===== src/rtl/rxChainPkg.sv =====
package rxChainPkg;
  localparam int OWN_BIT  = 31;
  localparam int LEN_LO   = 16;
  localparam int LEN_W    = 14;
  localparam int ES_BIT   = 15;
  localparam int FS_BIT   = 9;
  localparam int LS_BIT   = 8;
  localparam int BSZ_W    = 13;
  localparam int LANES    = 4;
  localparam int LANE_CW  = $clog2(LANES) + 1;

  typedef enum logic [1:0] {SEL_DESC, SEL_DATA, SEL_STAT} memSel_e;

  typedef enum logic [3:0] {
    S_IDLE, S_RD0, S_RD1, S_RD2, S_RD3, S_RECV, S_WRDATA, S_WRSTAT, S_SUSP
  } engState_e;

  typedef struct packed {
    logic    loadBase;
    logic    capSize;
    logic    capBuf;
    logic    capNext;
    logic    followNext;
    logic    startFrame;
    logic    takeByte;
    logic    dataDone;
    memSel_e memSel;
    logic [1:0] wordIdx;
  } ctlStrobe_t;
endpackage


===== src/rtl/rxChainCtrl.sv =====
module rxChainCtrl
  import rxChainPkg::*;
(
  input  logic               clk,
  input  logic               rstN,
  input  logic               enable,
  input  logic               pollKick,
  input  logic               noBufClear,
  input  logic               frameDoneClear,
  input  logic               frameIrqEn,
  input  logic               memAck,
  input  logic               descOwn,
  input  logic               inValid,
  input  logic               inLast,
  input  logic               room,
  input  logic [LANE_CW-1:0] laneCnt,
  output ctlStrobe_t         stb,
  output logic               memReq,
  output logic               memWe,
  output logic               inReady,
  output logic               noBufFlag,
  output logic               frameDoneFlag,
  output logic               irq
);
  engState_e state, nxt;
  logic lastSeen, markLast, setNoBuf, setDone;
  logic [LANE_CW-1:0] newLane;

  always_comb begin
    stb      = '0;
    nxt      = state;
    setNoBuf = 1'b0;
    setDone  = 1'b0;
    markLast = 1'b0;
    memReq   = 1'b0;
    memWe    = 1'b0;
    inReady  = 1'b0;
    newLane  = laneCnt + LANE_CW'(room);
    case (state)
      S_IDLE: begin
        if (enable) begin
          stb.loadBase = 1'b1;
          nxt = S_RD0;
        end
      end
      S_RD0: begin
        memReq = 1'b1;
        stb.memSel = SEL_DESC;
        stb.wordIdx = 2'd0;
        if (memAck) begin
          if (descOwn) nxt = S_RD1;
          else begin
            setNoBuf = 1'b1;
            nxt = S_SUSP;
          end
        end
      end
      S_RD1: begin
        memReq = 1'b1;
        stb.memSel = SEL_DESC;
        stb.wordIdx = 2'd1;
        if (memAck) begin
          stb.capSize = 1'b1;
          nxt = S_RD2;
        end
      end
      S_RD2: begin
        memReq = 1'b1;
        stb.memSel = SEL_DESC;
        stb.wordIdx = 2'd2;
        if (memAck) begin
          stb.capBuf = 1'b1;
          nxt = S_RD3;
        end
      end
      S_RD3: begin
        memReq = 1'b1;
        stb.memSel = SEL_DESC;
        stb.wordIdx = 2'd3;
        if (memAck) begin
          stb.capNext = 1'b1;
          stb.startFrame = 1'b1;
          nxt = S_RECV;
        end
      end
      S_RECV: begin
        inReady = 1'b1;
        if (inValid) begin
          stb.takeByte = 1'b1;
          if (inLast) begin
            markLast = 1'b1;
            nxt = (newLane != '0) ? S_WRDATA : S_WRSTAT;
          end else if (newLane == LANE_CW'(LANES)) begin
            nxt = S_WRDATA;
          end
        end
      end
      S_WRDATA: begin
        memReq = 1'b1;
        memWe = 1'b1;
        stb.memSel = SEL_DATA;
        if (memAck) begin
          stb.dataDone = 1'b1;
          nxt = lastSeen ? S_WRSTAT : S_RECV;
        end
      end
      S_WRSTAT: begin
        memReq = 1'b1;
        memWe = 1'b1;
        stb.memSel = SEL_STAT;
        if (memAck) begin
          setDone = 1'b1;
          stb.followNext = 1'b1;
          nxt = S_RD0;
        end
      end
      S_SUSP: begin
        if (pollKick) nxt = S_RD0;
      end
      default: nxt = S_IDLE;
    endcase
  end

  always_ff @(posedge clk) begin
    if (!rstN) begin
      state         <= S_IDLE;
      lastSeen      <= 1'b0;
      noBufFlag     <= 1'b0;
      frameDoneFlag <= 1'b0;
    end else begin
      state <= nxt;
      if (markLast) lastSeen <= 1'b1;
      else if (setDone) lastSeen <= 1'b0;
      if (setNoBuf) noBufFlag <= 1'b1;
      else if (noBufClear) noBufFlag <= 1'b0;
      if (setDone) frameDoneFlag <= 1'b1;
      else if (frameDoneClear) frameDoneFlag <= 1'b0;
    end
  end

  assign irq = frameDoneFlag & frameIrqEn;
endmodule


===== src/rtl/rxChainPath.sv =====
module rxChainPath
  import rxChainPkg::*;
#(
  parameter int ADDR_W = 32
) (
  input  logic               clk,
  input  logic               rstN,
  input  ctlStrobe_t         stb,
  input  logic [ADDR_W-1:0]  descBase,
  input  logic [31:0]        memRdata,
  input  logic [7:0]         inData,
  input  logic               inErr,
  output logic [ADDR_W-1:0]  memAddr,
  output logic [31:0]        memWdata,
  output logic [LANE_CW-1:0] laneCnt,
  output logic               room
);
  localparam int WORD_STEP = LANES;

  logic [ADDR_W-1:0] descAddr, bufAddr, nextAddr, dataPtr;
  logic [BSZ_W-1:0]  bufSize;
  logic [LEN_W-1:0]  storedLen;
  logic              trunc, macErr;
  logic [7:0]        laneByte [LANES];
  logic [31:0]       packWord, statusWord;
  logic              storeNow;

  assign room     = storedLen < LEN_W'(bufSize);
  assign storeNow = stb.takeByte & room;

  for (genvar b = 0; b < LANES; b++) begin : g_lane
    always_ff @(posedge clk) begin
      if (!rstN || stb.startFrame || stb.dataDone) laneByte[b] <= '0;
      else if (storeNow && laneCnt == LANE_CW'(b)) laneByte[b] <= inData;
    end
    assign packWord[8*b +: 8] = laneByte[b];
  end

  always_ff @(posedge clk) begin
    if (!rstN) begin
      descAddr  <= '0;
      bufAddr   <= '0;
      nextAddr  <= '0;
      dataPtr   <= '0;
      bufSize   <= '0;
      storedLen <= '0;
      laneCnt   <= '0;
      trunc     <= 1'b0;
      macErr    <= 1'b0;
    end else begin
      if (stb.loadBase) descAddr <= descBase;
      else if (stb.followNext) descAddr <= nextAddr;
      if (stb.capSize) bufSize <= memRdata[BSZ_W-1:0];
      if (stb.capBuf) bufAddr <= memRdata[ADDR_W-1:0];
      if (stb.capNext) nextAddr <= memRdata[ADDR_W-1:0];
      if (stb.startFrame) begin
        dataPtr   <= bufAddr;
        storedLen <= '0;
        laneCnt   <= '0;
        trunc     <= 1'b0;
        macErr    <= 1'b0;
      end else begin
        if (stb.takeByte) begin
          if (room) begin
            storedLen <= storedLen + 1'b1;
            laneCnt   <= laneCnt + 1'b1;
          end else begin
            trunc <= 1'b1;
          end
          if (inErr) macErr <= 1'b1;
        end
        if (stb.dataDone) begin
          laneCnt <= '0;
          dataPtr <= dataPtr + ADDR_W'(WORD_STEP);
        end
      end
    end
  end

  always_comb begin
    statusWord = '0;
    statusWord[LEN_LO +: LEN_W] = storedLen;
    statusWord[ES_BIT] = trunc | macErr;
    statusWord[FS_BIT] = 1'b1;
    statusWord[LS_BIT] = 1'b1;
    statusWord[OWN_BIT] = 1'b0;
  end

  always_comb begin
    case (stb.memSel)
      SEL_DATA: begin
        memAddr  = dataPtr;
        memWdata = packWord;
      end
      SEL_STAT: begin
        memAddr  = descAddr;
        memWdata = statusWord;
      end
      default: begin
        memAddr  = descAddr + ADDR_W'({stb.wordIdx, 2'b00});
        memWdata = '0;
      end
    endcase
  end
endmodule


===== src/rtl/rxChainWriter.sv =====
module rxChainWriter
  import rxChainPkg::*;
#(
  parameter int ADDR_W = 32
) (
  input  logic              clk,
  input  logic              rstN,
  input  logic              enable,
  input  logic [ADDR_W-1:0] descBase,
  input  logic              pollKick,
  input  logic              noBufClear,
  input  logic              frameDoneClear,
  input  logic              frameIrqEn,
  output logic              memReq,
  output logic              memWe,
  output logic [ADDR_W-1:0] memAddr,
  output logic [31:0]       memWdata,
  input  logic              memAck,
  input  logic [31:0]       memRdata,
  input  logic              inValid,
  input  logic [7:0]        inData,
  input  logic              inLast,
  input  logic              inErr,
  output logic              inReady,
  output logic              noBufFlag,
  output logic              frameDoneFlag,
  output logic              irq
);
  ctlStrobe_t         stb;
  logic               room;
  logic [LANE_CW-1:0] laneCnt;

  rxChainCtrl ctl (
    .clk(clk), .rstN(rstN), .enable(enable), .pollKick(pollKick),
    .noBufClear(noBufClear), .frameDoneClear(frameDoneClear),
    .frameIrqEn(frameIrqEn), .memAck(memAck), .descOwn(memRdata[OWN_BIT]),
    .inValid(inValid), .inLast(inLast), .room(room), .laneCnt(laneCnt),
    .stb(stb), .memReq(memReq), .memWe(memWe), .inReady(inReady),
    .noBufFlag(noBufFlag), .frameDoneFlag(frameDoneFlag), .irq(irq)
  );

  rxChainPath #(.ADDR_W(ADDR_W)) dp (
    .clk(clk), .rstN(rstN), .stb(stb), .descBase(descBase),
    .memRdata(memRdata), .inData(inData), .inErr(inErr),
    .memAddr(memAddr), .memWdata(memWdata), .laneCnt(laneCnt), .room(room)
  );
endmodule


===== config.mk =====
export PLATFORM = sky130hd
export DESIGN_NAME = rxChainWriter
export DESIGN_NICKNAME = d
export VERILOG_FILES = /design/src/rtl/rxChainPkg.sv /design/src/rtl/rxChainCtrl.sv /design/src/rtl/rxChainPath.sv /design/src/rtl/rxChainWriter.sv
export SDC_FILE = /design/constraint.sdc
export NUM_CORES = 1
export LEC_CHECK = 0
export CAP_MARGIN = 40
export CORE_AREA = 2 2 142 144
export DETAILED_ROUTE_END_ITERATION = 6
export DIE_AREA = 0 0 144 146
export PLACE_DENSITY_LB_ADDON = 0.12
export SLEW_MARGIN = 25
export SYNTH_ARGS = -nofsm -noshare
export SYNTH_HDL_FRONTEND = slang
export SYNTH_HIERARCHICAL = 1
export SYNTH_SLANG_ARGS = --single-unit

===== constraint.sdc =====
create_clock -name clk -period 4 [get_ports clk]
set_input_delay 0.6 -clock clk [delete_from_list [all_inputs] [get_ports clk]]
set_output_delay 0.6 -clock clk [all_outputs]
set_load 0.1 [all_outputs]

==> reports/metrics.cfg <==
[yosys]
async_flop_share_pct=0
syn_inst=1169
post-synth-top-count-cell=dfxtp_1
synth_top_flop_cell=dfxtp_1
yosysSeqAreaShare_pct=40.7
syn_area_sq_um=10600
ys.warnings.count=6
synthTopCellsByCount=167 x dfxtp_1, 124 x nand2_1, 116 x mux2i_1
synth_top_area_share_pct=31.6
syn-num-nets=1278
synth_area_leaders=dfxtp_1 32%, mux2i_1 11%, edfxtp_1 9.1%, and2_1 5.4%, nor2b_1 5.2%
synth_top_area_cell=dfxtp_1
synth_edf_count=32
yosys_register_bits=199
post_synth.cell_area_avg_sq_um=9.05
synth.distinct_cells=76

[final_layout]
area_growth_pct=29.1
design_area_sq_um=13700
nFillCells=1499
seqCellArea_sq_um=4320
fin_cells=1572
finalNetCount=1404
multi_input_area_sq_um=5920
n_antenna_cell=0
drive_above_1_share_pct=13.1

[floorplanning]
rows=51
coreArea_sq_um=19300
dieArea_sq_um=21000
ios=153
start_util_pct=54.7
die_w_um=144
die_h_um=146

[timing]
hold_violations=0
fmax_mhz=262
hold_ws_ps=465
slew-limit-headroom_pct=51.3
slew_violations=0
clock-skew-final_ps=10.8
min_period_ps=3820
rsz0062_at_grt=true
setup_viol=0
worst_slew_pin_slew_ps=728
period_share_pct=95.5

[setup_path]
cp_max_fo=11
critPathBufInv=3
endpoint_kind=output port
cp_common_cell=nor2_2
cp-start-kind=flip-flop
cp_data_required_time_ps=3400
slowest_delay_ps=430
crit_chain=nand2_2, nor2_1, a21oi_1, nor2_2, inv_1, fa_2, nand3b_1, nor2_2, buf_4, nand2_1, o21ai_1, a21boi_0, a211o_1, buf_12
reg2reg_slack_ps=780
crit_slowest_cell=dfxtp_4
timing_worst_setup_path_type=reg2out
crit_family=simple AND/OR/NAND/NOR gates
critPathArrivalTime_ps=3220

[clock_network]
cts_hold_buf=0
cts_max_level=4
cts_buffers=17
cts.sinks=199
cts_tree=built
clk_pin_slew_ps=70
clockRootBuffer=clkbuf_16
clk_latency_ps=440
clockBufferDepth=2

[detailed_routing]
postRouteAntennaNets=0
vias=8720
drt_pass1_iterations=5
wl_per_cell_um=17.1
avgViaCountPerCell=5.55
drt_iter0_markers=421
route.detailed.drc=0
drt-total-wl_mm=26.9

[run]
maxCapViolations=0

[grt]
grt_overflow=0
grt_pass1_vias=8524
grt.met2_usage_pct=46.3
grtUsageMet1_pct=30.9
antenna_found_initial=0
grt.met3_usage_pct=5.40
grt_usage_pct=25.9
grt_max_degree=86
grt-busiest-layer=met2
grt_pass1_wl_mm=43.3

[placement]
dp.cells=1537
io_buffers=152
gp_congestion=0.888
place_area_sq_um=13000
hpwlAfterDp_mm=19.2

[pwr]
vdd.ir_drop.worst_v=0.000313
p_leak_nw=4.84
powerDensity_nw_per_um2=396
total_power_mw=5.40

[outcome]
status=finished clean

[min_path]
hold_class=reg2reg

==> metrics by stage <==
stage,utilization [%],setup WS [ps],setup TNS [ps]
finish,70.7,178,0
global route,70.7,-20.7,-20.7
CTS,70.4,15.8,0
detailed placement,67.4,363,0
global placement,67.0,461,0
floorplan,-,-709,-2570
==> worst paths after layout <==
path                                      start           end  depth (start not counted)
worst min-delay path                   dp/trunc      dp/trunc                          2
worst min register to register         dp/trunc      dp/trunc                          2
worst max-delay path               ctl/state[0]   memAddr[20]                         14
worst max register to register  dp/storedLen[7]  ctl/state[0]                         11
==> placed cells by master (no fill, tap or decap), types with 32 or more instances in the layout <==
cell / synthesis / final
a21oi_1: 43 / 43
and2_1: 91 / 91
buf_12: 0 / 62
clkdlybuf4s50_1: 0 / 86
dfxtp_1: 167 / 163
edfxtp_1: 32 / 32
inv_1: 34 / 34
mux2i_1: 116 / 116
nand2_1: 124 / 123
nand3_1: 32 / 32
nor2_1: 47 / 44
nor2b_1: 88 / 87
o21ai_0: 80 / 73
==> where the power goes <==
part / switching (mW) / leakage, nW / internal (mW) / total [mW]
Sequential: 0.131 / 1.68 / 2.14 / 2.27
Combinational: 0.899 / 2.88 / 0.552 / 1.45
Clock: 0.781 / 0.279 / 0.902 / 1.68
Total: 1.81 / 4.84 / 3.59 / 5.40
==> logic make-up (layout without fill, tap and decap cells) <==
group,after synthesis,count (layout),synth area share (%)
AND/OR/NAND/NOR,465,465,23.9
AO/OA/AOI/OAI,211,211,13.5
flip-flops,199,199,40.7
multiplexers,117,117,11.1
buffers and inverters,110,248,4.25
XOR/XNOR,41,41,3.39
adder cells (fa/ha/maj),26,26,3.15
==> worst reg2reg max path, cell delays in order, from the launching register on <==
cell and delay [ps]:
dfxtp_1 370, ha_1 320, o21ai_0 140, a211oi_4 550, a21oi_1 140, buf_4 180, ha_1 200, ha_1 280
or3b_1 380, o211ai_2 160, o2111ai_1 130, o221a_1 240
==> layer usage <==
layer / routed length (um) / vias up
met5: 0 / -
met4: 550 / 0
met3: 1440 / 41
met2: 13600 / 232
met1: 11300 / 4108
li1: - / 4339
==> area by class of cell <==
class                   count  share of cell area [%]
multi-input cells         860                    43.3
flip-flops and latches    199                    31.6
repair buffers            181                    17.5
clock buffers              20                    3.34
well taps                 265                    2.43
inverters                  36                   0.989
clock inverters            11                   0.824
==> sequential cells by signal, summed over array words and instances, names as in the netlist <==
register           count
dp/bufSize            13
ctl/state              4
dp/bufAddr            32
ctl/frameDoneFlag      1
dp/trunc               1
dp/macErr              1
dp/dataPtr            32
ctl/lastSeen           1
dp/storedLen          14
dp/laneByte           32
dp/descAddr           32
dp/nextAddr           32
dp/laneCnt             3
ctl/noBufFlag          1
==> repair_timing <==
item,CTS,global route
setup endpoints to repair,4,13
pin swaps,0,1
resized for setup,2,7
buffers inserted,0,4
Power figures use the tool's default switching activity.
